[src/rtl/lane_unit_pkg.sv]
package lane_unit_pkg;

    typedef enum logic [1:0] {
        SZ_BYTE  = 2'b00,
        SZ_HALF  = 2'b01,
        SZ_WORD  = 2'b10,
        SZ_WORD2 = 2'b11
    } lane_size_e;

    function automatic logic is_word(input lane_size_e sz);
        return (sz == SZ_WORD) || (sz == SZ_WORD2);
    endfunction

endpackage

[src/rtl/store_lane_pack.sv]
module store_lane_pack
    import lane_unit_pkg::*;
#(
    parameter int DATA_W = 32,
    localparam int LANES = DATA_W / 8,
    localparam int AW    = $clog2(LANES)
) (
    input  lane_size_e          size,
    input  logic [AW-1:0]       addr,
    input  logic [DATA_W-1:0]   src,
    output logic [DATA_W-1:0]   wdata,
    output logic [LANES-1:0]    be
);

    for (genvar i = 0; i < LANES; i++) begin : g_lane
        always_comb begin
            unique case (size)
                SZ_BYTE: begin
                    wdata[8*i +: 8] = src[7:0];
                    be[i]           = (addr == AW'(i));
                end
                SZ_HALF: begin
                    wdata[8*i +: 8] = src[8*(i%2) +: 8];
                    be[i]           = (addr[AW-1:1] == (AW-1)'(i/2));
                end
                default: begin
                    wdata[8*i +: 8] = src[8*i +: 8];
                    be[i]           = 1'b1;
                end
            endcase
        end
    end

endmodule

[src/rtl/load_lane_extract.sv]
module load_lane_extract
    import lane_unit_pkg::*;
#(
    parameter int DATA_W = 32,
    localparam int LANES = DATA_W / 8,
    localparam int AW    = $clog2(LANES)
) (
    input  lane_size_e          size,
    input  logic                sign_ext,
    input  logic [AW-1:0]       addr,
    input  logic [DATA_W-1:0]   rword,
    output logic [DATA_W-1:0]   result
);

    logic [7:0]  lane_b [LANES];
    logic [7:0]  byte_sel;
    logic [15:0] half_sel;
    logic        fill;

    for (genvar i = 0; i < LANES; i++) begin : g_split
        assign lane_b[i] = rword[8*i +: 8];
    end

    always_comb begin
        byte_sel = lane_b[addr];
        half_sel = {lane_b[{addr[AW-1:1], 1'b1}], lane_b[{addr[AW-1:1], 1'b0}]};
        result   = rword;
        unique case (size)
            SZ_BYTE: begin
                fill   = sign_ext & byte_sel[7];
                result = {{(DATA_W-8){fill}}, byte_sel};
            end
            SZ_HALF: begin
                fill   = sign_ext & half_sel[15];
                result = {{(DATA_W-16){fill}}, half_sel};
            end
            default: begin
                fill   = 1'b0;
                result = rword;
            end
        endcase
    end

endmodule

[src/rtl/misalign_detect.sv]
module misalign_detect
    import lane_unit_pkg::*;
#(
    parameter int AW = 2
) (
    input  lane_size_e    size,
    input  logic [AW-1:0] addr,
    output logic          flag
);

    always_comb begin
        unique case (size)
            SZ_BYTE: flag = 1'b0;
            SZ_HALF: flag = addr[0];
            default: flag = |addr;
        endcase
    end

endmodule

[src/rtl/lane_unit.sv]
module lane_unit
    import lane_unit_pkg::*;
#(
    parameter int DATA_W = 32,
    localparam int LANES = DATA_W / 8,
    localparam int AW    = $clog2(LANES)
) (
    input  logic              clk,
    input  logic              rst_n,
    input  logic [1:0]        acc_size,
    input  logic              load_signed,
    input  logic [AW-1:0]     addr_lo,
    input  logic [DATA_W-1:0] st_reg,
    input  logic [DATA_W-1:0] rd_word,
    output logic [DATA_W-1:0] wr_data,
    output logic [LANES-1:0]  wr_be,
    output logic [DATA_W-1:0] ld_result,
    output logic              misaligned
);

    typedef struct packed {
        logic [DATA_W-1:0] wdata;
        logic [LANES-1:0]  be;
        logic [DATA_W-1:0] ldata;
        logic              mis;
    } lane_regs_t;

    lane_regs_t        regs_d, regs_q;
    lane_size_e        size_w;
    logic [DATA_W-1:0] pack_wdata_w;
    logic [LANES-1:0]  pack_be_w;
    logic [DATA_W-1:0] ext_w;
    logic              mis_w;

    assign size_w = lane_size_e'(acc_size);

    store_lane_pack #(.DATA_W(DATA_W)) u_store (
        .size  (size_w),
        .addr  (addr_lo),
        .src   (st_reg),
        .wdata (pack_wdata_w),
        .be    (pack_be_w)
    );

    load_lane_extract #(.DATA_W(DATA_W)) u_load (
        .size     (size_w),
        .sign_ext (load_signed),
        .addr     (addr_lo),
        .rword    (rd_word),
        .result   (ext_w)
    );

    misalign_detect #(.AW(AW)) u_mis (
        .size (size_w),
        .addr (addr_lo),
        .flag (mis_w)
    );

    always_comb begin
        regs_d       = regs_q;
        regs_d.wdata = pack_wdata_w;
        regs_d.be    = pack_be_w;
        regs_d.ldata = ext_w;
        regs_d.mis   = mis_w;
    end

    always_ff @(posedge clk) begin
        if (!rst_n) regs_q <= '0;
        else        regs_q <= regs_d;
    end

    assign wr_data    = regs_q.wdata;
    assign wr_be      = regs_q.be;
    assign ld_result  = regs_q.ldata;
    assign misaligned = regs_q.mis;

    AST_BYTE_BE_SINGLE: assert property (@(posedge clk) disable iff (!rst_n)
        (acc_size == 2'b00) |=> ($countones(wr_be) == 1));
    AST_HALF_BE_PAIR: assert property (@(posedge clk) disable iff (!rst_n)
        (acc_size == 2'b01) |=> (wr_be == 4'b0011 || wr_be == 4'b1100));
    AST_WORD_BE_FULL: assert property (@(posedge clk) disable iff (!rst_n)
        acc_size[1] |=> (wr_be == 4'b1111));
    AST_BYTE_ZERO_FILL: assert property (@(posedge clk) disable iff (!rst_n)
        (acc_size == 2'b00 && !load_signed) |=> (ld_result[DATA_W-1:8] == '0));
    AST_BYTE_SIGN_FILL: assert property (@(posedge clk) disable iff (!rst_n)
        (acc_size == 2'b00 && load_signed) |=> (ld_result[DATA_W-1:8] == {(DATA_W-8){ld_result[7]}}));
    AST_HALF_ZERO_FILL: assert property (@(posedge clk) disable iff (!rst_n)
        (acc_size == 2'b01 && !load_signed) |=> (ld_result[DATA_W-1:16] == '0));
    AST_HALF_SIGN_FILL: assert property (@(posedge clk) disable iff (!rst_n)
        (acc_size == 2'b01 && load_signed) |=> (ld_result[DATA_W-1:16] == {(DATA_W-16){ld_result[15]}}));
    AST_WORD_PASS: assert property (@(posedge clk) disable iff (!rst_n)
        acc_size[1] |=> (ld_result == $past(rd_word)));
    AST_BYTE_NEVER_MIS: assert property (@(posedge clk) disable iff (!rst_n)
        (acc_size == 2'b00) |=> !misaligned);

endmodule

[config.mk]
export PLATFORM = sky130hd
export DESIGN_NAME = lane_unit
export DESIGN_NICKNAME = d
export VERILOG_FILES = /design/src/rtl/lane_unit_pkg.sv /design/src/rtl/store_lane_pack.sv /design/src/rtl/load_lane_extract.sv /design/src/rtl/misalign_detect.sv /design/src/rtl/lane_unit.sv
export SDC_FILE = /design/constraint.sdc
export NUM_CORES = 1
export LEC_CHECK = 0
export ABC_AREA = 1
export BUFFER_PORTS_ARGS = -buffer_cell sky130_fd_sc_hd__buf_4
export CELL_PAD_IN_SITES_DETAIL_PLACEMENT = 0
export CELL_PAD_IN_SITES_GLOBAL_PLACEMENT = 1
export CORE_ASPECT_RATIO = 1.1
export CORE_MARGIN = 5
export CORE_UTILIZATION = 37
export CTS_BUF_LIST = sky130_fd_sc_hd__clkbuf_4
export CTS_CLUSTER_SIZE = 28
export DETAILED_ROUTE_END_ITERATION = 16
export HOLD_SLACK_MARGIN = 0.08
export PLACE_DENSITY = 0.9
export SLEW_MARGIN = 20
export SYNTH_ARGS = -nofsm -noshare
export SYNTH_HDL_FRONTEND = slang
export SYNTH_HIERARCHICAL = 1
export SYNTH_SLANG_ARGS = --single-unit
export TNS_END_PERCENT = 5
[constraint.sdc]
create_clock -name clk -period 3.4 [get_ports clk]
set_clock_uncertainty 0.15 [all_clocks]
set_input_delay 0.34 -clock clk [delete_from_list [all_inputs] [get_ports clk]]
set_output_delay 0.34 -clock clk [all_outputs]
set_load 0.03 [all_outputs]
==> flow_summary_export.csv, run 1 <==
group,metric,value,unit
clocking,path_clk_slew,0.11,ns
synth,syn_inst,470,
worst_setup_path,cp_max_fo,24,
sta,hold_violations,0,
power,powerDensity,384,nW/µm²
worst_setup_path,slowest_stage,"dlygate4sd3_1",
floorplanning,die-area,11400,µm²
route,ant_nets,0,
sta,clock.fmax,0.590,GHz
cells_and_area,drive_gt1_share,33.5,%
floorplanning,core-area,9260,µm²
clocking,clockRootBuffer,"clkbuf_4",
route,vias,3488,
route,vias_per_cell,4.58,
clocking,cts.htree.levels,3,
grt,overflow,0,
worst_setup_path,cp-end-kind,"flip-flop",
placement,place_congestion,0.865,
synth,synthesis.nets,541,
floorplanning,fp.dieW,102,µm
cells_and_area,diodes,0,
cells_and_area,fill_cells,871,
worst_setup_path,slowest_delay,0.54,ns
route,first_pass_iters,4,
synth,syn_area_per_cell,7.39,µm²
placement,port_buffers,139,
cells_and_area,fin_nets,712,
floorplanning,initial_core_util,37.5,%
synth,ys_types,28,
route,wirelength,10400,µm
worst_setup_path,arrival,1.86,ns
route,drc,0,
worst_setup_path,cp_common_cell,"nand2_2",
grt,grt_antenna_before_repair,0,
sta,rsz0062_at_grt,"no",
run_status,status,"finished, final reports clean",
placement,place_ws,1.32,ns
floorplanning,die_h,112,µm
sta,worst_slack,1.71,ns
placement,hpwl,7230,µm
synth,ys_ff_latch,69,
power,vdd_ir_drop_max,0.178,mV
cells_and_area,final_common_cell,"nand2_1",
cells_and_area,area_growth,44.3,%
sta,drv_slew,0,
synth,ys_seq_area_share,39.8,%
sta,worst_pin_slew,0.676,ns
grt,grt_pass1_vias,3549,
clocking,cts_inserted_buffers,9,
clocking,cts_tree,"yes",
clocking,clockBufferDepth,2,
clocking,post_cts_buffers,0,
grt,track_usage,18.0,%
route,drtIter0Drc,102,
worst_setup_path,path_cells,"dlygate4sd3_1 > buf_4 > nand2_1 > nand2_2 > nand2_2 > nand2_2 > nand2_4 > nand3_2 > nand2_1 > inv_1",
sta,hold-worst-slack,0.101,ns
worst_setup_path,crit_required,3.57,ns
worst_setup_path,critical_path_class,"input pin to flip-flop",
synth,mappedNetlistArea,3470,µm²
cells_and_area,most-common-layout-cells,"nand2_1 (195), buf_4 (139), inv_1 (74)",
floorplanning,row_count,37,
grt,grt_pass1_wl,16200,µm
sta,finalSetupTns,0,ns
synth,yosys_warnings,6,
floorplanning,pin_count,140,
power,total_power,0.00192,W
run,cap_violations,0,
sta,max-slew-margin-rel,55.0,%
clocking,ctsResizeCount,0,
worst_setup_path,start_kind,"input pin",
sta,post-route-period-util,49.8,%
min_path,hold_path.class,"input pin to flip-flop",
sta,final-setup-viol-count,0,
power,leakage,3.03,nW
grt,grt_max_degree,70,
route,wl_per_cell,13.6,µm
clocking,cts_sinks,69,
sta,fin_crit,1.69,ns
[per-layer routing]
layer  vias to the layer above  wire length, µm  track usage (%)
met5                         -                0                0
met4                         0              212             6.74
met3                        18              935             5.14
met2                       143             5150             32.7
met1                      1601             4070             19.4
li1                       1726                -                -
[cells by family after synthesis]
| logic type | synth area share [%] |
|---|---|
| AND/OR/NAND/NOR | 38.6 |
| buffers and inverters | 17.9 |
| flip-flops | 39.8 |
| AO/OA/AOI/OAI | 3.75 |
[Yosys cell counts]
| master | n | area [µm²] |
|---|---|---|
| a21oi_1 | 2 | 10.0 |
| inv_8 | 1 | 11.3 |
| and2_0 | 4 | 25.0 |
| o21ai_0 | 2 | 10.0 |
| or2_0 | 1 | 6.26 |
| nand2_1 | 195 | 732 |
| nand2_2 | 8 | 50.1 |
| nand3_2 | 37 | 370 |
| buf_6 | 7 | 78.8 |
| buf_4 | 14 | 105 |
| nand3_1 | 6 | 30.0 |
| and2_4 | 3 | 26.3 |
| buf_8 | 2 | 30.0 |
| buf_12 | 4 | 80.1 |
| buf_2 | 3 | 15.0 |
| nor2_1 | 2 | 7.51 |
| nand2_4 | 2 | 22.5 |
| o21ai_1 | 10 | 50.1 |
| dfxtp_1 | 69 | 1380 |
| o211ai_1 | 7 | 52.6 |
| nor2_4 | 2 | 22.5 |
| or2_1 | 2 | 12.5 |
| inv_2 | 3 | 11.3 |
| nor2_2 | 2 | 12.5 |
| a22oi_1 | 1 | 7.51 |
| or2_2 | 4 | 25.0 |
| inv_1 | 74 | 278 |
| clkbuf_1 | 3 | 11.3 |
[state kept, by name (all words and copies together), names as in the netlist]
register and flops:
ld_result 32, wr_data 32, wr_be 4, misaligned 1
[final cells by class]
type	count	area, µm²	share of cell area [%]
tap	117	146	2.92
sequential	69	1380	27.6
multi-input combinational	290	1470	29.4
timing repair buffer	193	1580	31.6
clock inverter	5	52.6	1.05
clock buffer	10	75.1	1.50
inverter	78	300	5.99
[timing repair]
action | 4_1_cts | 5_1_grt
hold endpoints to repair | 53 | 1
hold buffers | 53 | 1
endpoints found under the setup margin | 0 | 0
[per-stage QoR]
stage               std cells  util, %  instance area, µm²
floorplan                 470        -                3470
global placement          693     46.9                4340
detailed placement        693     46.9                4340
CTS                       761     54.0                5000
global route              762     54.1                5010
finish                    762     54.1                5010
[worst max-delay path, delay by kind of cell]
family / cells / cell delay (ns)
buffers and inverters: 3 / 0.73
AND/OR/NAND/NOR: 7 / 0.79
[power breakdown]
| part | total [W] | internal [W] | switching, W |
|---|---|---|---|
| clock | 0.000520 | 0.000225 | 0.000296 |
| sequential | 0.000878 | 0.000861 | 0.0000169 |
| combinational | 0.000525 | 0.000227 | 0.000298 |
| total | 0.00192 | 0.00131 | 0.000610 |
[final timing paths]
check	cells past startpoint	slack (ns)	startpoint	end
worst min-delay path	5	0.10	rd_word[0]	ld_result[0]
worst max-delay path	10	1.71	rd_word[31]	ld_result[31]
Note: power is estimated with default switching activity, not from simulation.
==> inputs of run 2 (changes only) <==
--- a/config.mk
+++ b/config.mk
@@ -5,18 +5,18 @@
 export SDC_FILE = /design/constraint.sdc
 export NUM_CORES = 1
 export LEC_CHECK = 0
-export ABC_AREA = 1
+export ABC_AREA = 0
 export BUFFER_PORTS_ARGS = -buffer_cell sky130_fd_sc_hd__buf_4
 export CELL_PAD_IN_SITES_DETAIL_PLACEMENT = 0
 export CELL_PAD_IN_SITES_GLOBAL_PLACEMENT = 1
 export CORE_ASPECT_RATIO = 1.1
 export CORE_MARGIN = 5
-export CORE_UTILIZATION = 37
+export CORE_UTILIZATION = 36
 export CTS_BUF_LIST = sky130_fd_sc_hd__clkbuf_4
 export CTS_CLUSTER_SIZE = 28
 export DETAILED_ROUTE_END_ITERATION = 16
 export HOLD_SLACK_MARGIN = 0.08
-export PLACE_DENSITY = 0.9
+export PLACE_DENSITY = 0.85
 export SLEW_MARGIN = 20
 export SYNTH_ARGS = -nofsm -noshare
 export SYNTH_HDL_FRONTEND = slang
==> constraint.sdc (replaced) <==
create_clock -name clk -period 1.6 [get_ports clk]
set_clock_uncertainty 0.15 [all_clocks]
set_input_delay 0.16 -clock clk [delete_from_list [all_inputs] [get_ports clk]]
set_output_delay 0.16 -clock clk [all_outputs]
set_load 0.03 [all_outputs]
==> run 2 against run 1 <==
The run now ends with negative setup slack left. Hold slack worse by 0.031 ns. Sequential power rose by 110%. Count of clock-buffer cells in the layout down 1. Cell count is 15% lower. Largest cell class unchanged.
==> flow_summary_export.csv, run 2 <==
group,metric,value,unit
run_status,status,"complete, but fails checks",
run_status,violations,"negative setup slack",
floorplanning,die-area,11100,µm²
power,powerDensity,801,nW/µm²
run,cap_violations,0,
floorplanning,pin_count,140,
placement,port_buffers,139,
clocking,cts_inserted_buffers,9,
floorplanning,core-area,8870,µm²
clocking,cts.htree.levels,3,
synth,yosys_warnings,6,
floorplanning,initial_core_util,36.9,%
synth,netlist.area_leader.share,42.2,%
grt,grt_pass1_vias,3309,
clocking,path_clk_slew,0.11,ns
cells_and_area,diodes,0,
cells_and_area,design_area,5210,µm²
power,total_power,0.00417,W
synth,mappedNetlistArea,3270,µm²
synth,synthAdderAreaFrac,0,%
power,switching_share,30.6,%
worst_setup_path,path_cells,"dlygate4sd3_1 > buf_4 > mux2i_1 > o21ai_2 > dlygate4sd3_1 > and2_1",
worst_setup_path,critical_path_class,"input pin to flip-flop",
worst_setup_path,crit_required,1.77,ns
synth,synthesis.nets,402,
synth,synthMuxAreaShare,13.1,%
worst_setup_path,cp_max_fo,4,
route,drc,0,
grt,grt_pass1_wl,16600,µm
clocking,clockBufferDepth,2,
sta,hold-worst-slack,0.0701,ns
worst_setup_path,arrival,1.82,ns
grt,overflow,0,
sta,max-slew-margin-rel,53.3,%
synth,yosysTopAreaCell,"dfxtp_1",
synth,yosys.cell_count.top_type,"dfxtp_1",
clocking,cts_tree,"yes",
sta,drv_slew,0,
floorplanning,fp.dieW,101,µm
clocking,cts_sinks,69,
power,p_seq_share,44.7,%
power,leakage,2.40,nW
worst_setup_path,cp-end-kind,"flip-flop",
synth,synthTopCellsByCount,"dfxtp_1 (69), and2_1 (53), a21oi_1 (42)",
grt,grt_antenna_before_repair,0,
floorplanning,die_h,110,µm
synth,synth_top_family_by_area,"simple AND/OR/NAND/NOR gates",
synth,ys_seq_area_share,42.2,%
sta,post-route-period-util,103,%
synth,syn_area_per_cell,9.89,µm²
floorplanning,row_count,36,
worst_setup_path,slowest_stage,"dlygate4sd3_1",
route,vias_per_cell,4.71,
synth,syn_inst,331,
synth,ys_types,34,
clocking,post_cts_buffers,0,
sta,worst_pin_slew,0.699,ns
cells_and_area,fin_cells,650,
power,vdd_ir_drop_max,0.629,mV
placement,dpl-instance-area,4320,µm²
synth,synthArstFlopShare,0,%
synth,synth-main-ff-cell,"dfxtp_1",
route,ant_nets,0,
route,drtIter0Drc,87,
worst_setup_path,cp_common_cell,"dlygate4sd3_1",
synth,synth_edf_count,0,
placement,placed_cells,561,
worst_setup_path,slowest_delay,0.57,ns
grt,grt_max_degree,70,
power,intPower,0.00290,W
power,clkPwrFrac,25.8,%
synth,synth_area_leaders,"dfxtp_1 (42%), and2_1 (10%), mux2i_1 (6.7%), a21oi_1 (6.4%), mux2_2 (5.5%)",
synth,synth-simple-area-share,21.3,%
min_path,hold_path.class,"input pin to flip-flop",
clocking,clockRootBuffer,"clkbuf_4",
worst_setup_path,start_kind,"input pin",
route,wl_per_cell,16.4,µm
sta,clock.fmax,0.608,GHz
cells_and_area,drive_gt1_share,40.3,%
cells_and_area,fill_cells,759,
sta,hold_violations,0,
cells_and_area,fin_nets,603,
placement,hpwl,7150,µm
power,p_switching,0.00128,W
synth,synthXorXnorAreaFrac,0,%
grt,track_usage,19.5,%
power,combPwrFrac,29.5,%
synth,synth_compound_area_share,15.7,%
route,wirelength,10700,µm
cells_and_area,final_common_cell,"buf_4",
cells_and_area,area_growth,59.1,%
sta,final-setup-viol-count,5,
cells_and_area,most-common-layout-cells,"buf_4 (147), dlygate4sd3_1 (71), dfxtp_1 (69)",
sta,rsz0062_at_grt,"yes",
route,first_pass_iters,4,
sta,fin_crit,1.64,ns
placement,place_congestion,0.786,
sta,worst_slack,-0.0435,ns
synth,ys_ff_latch,69,
route,vias,3061,
[run 2: worst max-delay path: cells and delay by family]
kind	cells	cell delay, ns
mux	1	0.16
buf+inv	3	1.26
simple gates	1	0.17
compound gates	1	0.06
[run 2: per-layer routing]
metal,global-route usage [%],share of wire (%),vias up,wire length (µm)
li1,-,-,1518,-
met1,20.8,38,1391,4080
met2,34.1,49,129,5200
met3,8.50,10,23,1110
met4,7.50,2.4,0,257
met5,0,0,-,0
[run 2: cell type report]
type | instances | area (µm²) | share of cell area, %
clock inverter | 6 | 55.1 | 1.06
sequential | 69 | 1380 | 26.5
multi-input combinational | 226 | 1650 | 31.7
inverter | 2 | 7.51 | 0.144
clock buffer | 9 | 67.6 | 1.30
timing repair buffer | 224 | 1900 | 36.5
tap | 114 | 143 | 2.74
[run 2: power by group through the flow]
stage / Combinational (W) / Clock [W] / Sequential [W]
global placement: 0.00105 / 0 / 0.00190
global route: 0.00132 / 0.00119 / 0.00188
finish: 0.00123 / 0.00108 / 0.00187
detailed placement: 0.00106 / 0 / 0.00190
CTS: 0.00122 / 0.00111 / 0.00187
floorplan: 0.000411 / 0 / 0.00213
[run 2: repair_timing]
item                                   in CTS  in global routing
setup endpoints to repair                   0                  7
resized for setup                           0                  6
hold buffers                               75                  0
endpoints found under the hold margin      69                  0
[run 2: cell families (layout without fill, tap and decap cells)]
kind of cell,after synthesis,count (layout)
multiplexers,40,40
buffers and inverters,36,241
AO/OA/AOI/OAI,73,73
AND/OR/NAND/NOR,113,113
flip-flops,69,69
[run 2: through the flow]
step                      worst slack [ns]  TNS [ns]  utilization (%)
after detailed placement           -0.0271   -0.0487             48.7
after global placement              0.0323         0             48.7
after floorplan                      0.117         0                -
after global routing               -0.0342   -0.0806             58.7
after CTS                          0.00897         0             58.6
final                              -0.0435   -0.0902             58.7
[run 2: path summary, 6_finish.rpt]
path,startpoint,end,cells after the start
max,st_reg[4],wr_data[28],6
min,acc_size[1],wr_data[16],3
==> inputs of run 3 (changes only) <==
--- a/config.mk
+++ b/config.mk
@@ -5,21 +5,20 @@
 export SDC_FILE = /design/constraint.sdc
 export NUM_CORES = 1
 export LEC_CHECK = 0
-export ABC_AREA = 0
+export ABC_AREA = 1
 export BUFFER_PORTS_ARGS = -buffer_cell sky130_fd_sc_hd__buf_4
 export CELL_PAD_IN_SITES_DETAIL_PLACEMENT = 0
 export CELL_PAD_IN_SITES_GLOBAL_PLACEMENT = 1
 export CORE_ASPECT_RATIO = 1.1
 export CORE_MARGIN = 5
-export CORE_UTILIZATION = 36
+export CORE_UTILIZATION = 32
 export CTS_BUF_LIST = sky130_fd_sc_hd__clkbuf_4
 export CTS_CLUSTER_SIZE = 28
 export DETAILED_ROUTE_END_ITERATION = 16
 export HOLD_SLACK_MARGIN = 0.08
-export PLACE_DENSITY = 0.85
+export PLACE_DENSITY = 0.86
 export SLEW_MARGIN = 20
 export SYNTH_ARGS = -nofsm -noshare
 export SYNTH_HDL_FRONTEND = slang
-export SYNTH_HIERARCHICAL = 1
 export SYNTH_SLANG_ARGS = --single-unit
 export TNS_END_PERCENT = 5
==> run 3 against run 2 <==
The flow now finishes without violations. Power down 6.6%. Combinational power down 9.8%. Largest power group unchanged. Wire length down 4.9%. Maximum frequency up 3.0%. Sequential cell count unchanged. Cell count up 12%. Highest routed layer unchanged. Sequential power about the same. Clock power down 14%.
==> flow_summary_export.csv, run 3 <==
group,metric,value,unit
worst_setup_path,path_delay_family,"buffers and inverters",
synth,synthArstFlopShare,0,%
route,drtIter0Drc,95,
worst_setup_path,crit_buf_inv,4,
sta,fin_crit,1.60,ns
floorplanning,pin_count,140,
grt,grt_pass1_vias,3474,
synth,ys_seq_area_share,50.6,%
synth,synth_edf_count,0,
floorplanning,core-area,8360,µm²
route,ant_nets,0,
synth,netlist.area_leader.share,50.6,%
route,drc,0,
worst_setup_path,crit_cells,6,
route,wl_per_cell,13.9,µm
clocking,cts_tree,"yes",
cells_and_area,fin_cells,730,
synth,ys_types,20,
worst_setup_path,start_kind,"input pin",
power,vdd_ir_drop_max,0.397,mV
synth,synthTopCellsByCount,"nand2_1 (97), dfxtp_1 (69), a21oi_1 (54)",
synth,mappedNetlistArea,2730,µm²
route,first_pass_iters,4,
worst_setup_path,slowest_stage,"dlygate4sd3_1",
run,cap_violations,0,
synth,synth_top_family_by_area,"simple AND/OR/NAND/NOR gates",
clocking,path_clk_slew,0.11,ns
sta,max-slew-margin-rel,73.4,%
power,clkPwrFrac,23.8,%
power,intPower,0.00271,W
sta,post-route-period-util,99.7,%
clocking,clockRootBuffer,"clkbuf_4",
worst_setup_path,slowest_delay,0.62,ns
sta,final-setup-viol-count,0,
grt,grt_max_degree,39,
route,vias_per_cell,4.47,
run_status,status,"finished, final reports clean",
worst_setup_path,path_cells,"buf_4 > dlygate4sd3_1 > nor2_1 > inv_1 > a21oi_1 > dlygate4sd3_1",
power,leakage,2.54,nW
min_path,hold_path_depth,5,
synth,synth-main-ff-cell,"dfxtp_1",
synth,synthMuxAreaShare,0,%
synth,yosysTopAreaCell,"dfxtp_1",
cells_and_area,diodes,0,
clocking,cts.htree.levels,3,
sta,worst_pin_slew,0.395,ns
power,combPwrFrac,28.5,%
power,total_power,0.00390,W
floorplanning,fp.dieW,98.1,µm
worst_setup_path,cp-end-kind,"flip-flop",
placement,port_buffers,139,
power,p_switching,0.00119,W
cells_and_area,drive_gt1_share,28.4,%
route,vias,3266,
worst_setup_path,cp_max_fo,5,
placement,placed_cells,619,
cells_and_area,most-common-layout-cells,"buf_4 (149), nand2_1 (96), dlygate4sd3_1 (95)",
grt,track_usage,19.2,%
clocking,clockBufferDepth,2,
grt,grt_pass1_wl,16300,µm
min_path,hold_path.class,"input pin to flip-flop",
synth,syn_area_per_cell,7.26,µm²
sta,drv_slew,0,
synth,synth_compound_area_share,17.8,%
synth,synth_area_leaders,"dfxtp_1 (51%), nand2_1 (13%), a21oi_1 (9.9%), o21ai_0 (6.2%), inv_1 (6.2%)",
worst_setup_path,crit_required,1.80,ns
power,switching_share,30.5,%
synth,synthesis.nets,447,
synth,ys_ff_latch,69,
power,p_seq_share,47.8,%
synth,synth-simple-area-share,21.6,%
clocking,cts_sinks,69,
floorplanning,row_count,35,
grt,overflow,0,
worst_setup_path,cp_common_cell,"dlygate4sd3_1",
placement,hpwl,6910,µm
cells_and_area,area_growth,83.3,%
floorplanning,initial_core_util,32.6,%
synth,synthXorXnorAreaFrac,0,%
floorplanning,die_h,107,µm
clocking,cts_inserted_buffers,9,
sta,rsz0062_at_grt,"yes",
sta,hold_violations,0,
synth,yosys.cell_count.top_type,"nand2_1",
route,wirelength,10100,µm
grt,grt_antenna_before_repair,0,
floorplanning,die-area,10500,µm²
cells_and_area,final_common_cell,"buf_4",
placement,place_congestion,0.793,
sta,clock.fmax,0.627,GHz
worst_setup_path,critical_path_class,"input pin to flip-flop",
synth,synthAdderAreaFrac,0,%
synth,yosys_warnings,0,
worst_setup_path,arrival,1.80,ns
power,powerDensity,779,nW/µm²
synth,syn_inst,376,
cells_and_area,fill_cells,777,
cells_and_area,fin_nets,686,
-- run 3: cell count changes after synthesis, sizes merged, moves of 22 or more --
cell   change
and2      -69
nand2     +83
inv       +47
o21ai     +26
nor2      +30
mux2i     -22
-- run 3: worst paths after layout --
| check | startpoint | to | slack [ns] |
|---|---|---|---|
| max | acc_size[0] | wr_data[12] | 0.004 |
| min | acc_size[1] | wr_data[30] | 0.08 |
-- run 3: repair_timing --
item | in CTS | in global routing
endpoints found under the hold margin | 69 | 1
hold buffers | 95 | 1
setup endpoints to repair | 0 | 15
gates resized for setup | 0 | 4
buffers inserted | 0 | 0
-- run 3: cell type report --
cell class,instances,area [µm²],share of cell area [%]
timing repair buffer,247,2110,42.3
sequential,69,1380,27.6
multi-input combinational,240,1080,21.7
inverter,48,180,3.60
tap,111,139,2.78
clock buffer,12,90.1,1.80
clock inverter,3,13.8,0.275
-- run 3: logic make-up (layout without fill, tap and decap cells) --
| kind of cell | count (synthesis) | after routing |
|---|---|---|
| buffers and inverters | 67 | 310 |
| AO/OA/AOI/OAI | 95 | 95 |
| AND/OR/NAND/NOR | 145 | 145 |
| flip-flops | 69 | 69 |
-- run 3: layer usage --
layer / vias to the layer above / global-route usage [%] / wire length [µm]
met4: 0 / 8.11 / 238
met1: 1470 / 21.4 / 4130
met2: 112 / 34.3 / 5110
met3: 19 / 5.14 / 658
li1: 1665 / - / -
met5: - / 0 / 0
-- run 3: power by group through the flow --
stage	clock network (W)	logic (W)	registers, W
2_1_floorplan	0	0.000261	0.00212
3_3_place_gp	0	0.000904	0.00190
3_5_place_dp	0	0.000909	0.00190
4_1_cts	0.000955	0.00110	0.00186
5_1_grt	0.00103	0.00120	0.00187
6_report	0.000926	0.00111	0.00186
-- run 3: metrics by stage --
| stage | setup WS (ns) | area [µm²] | hold WS, ns | utilization, % | TNS (ns) |
|---|---|---|---|---|---|
| 3_3_place_gp | 0.161 | 3920 | 0.200 | 46.9 | 0 |
| 3_5_place_dp | 0.142 | 3920 | 0.205 | 46.9 | 0 |
| 5_1_grt | -0.0417 | 5000 | 0.0924 | 59.8 | -0.0592 |
| 6_report | 0.00440 | 5000 | 0.0795 | 59.8 | 0 |
| 4_1_cts | 0.0381 | 4980 | 0.0941 | 59.5 | 0 |
| 2_1_floorplan | 0.373 | 2730 | 0.103 | - | 0 |
-- run 3: tightest hold or removal path, stage by stage --
cell and delay, ns:
buf_6 0.18, nand2_1 0.08, o21ai_0 0.05, o21ai_0 0.07
inv_1 0.05
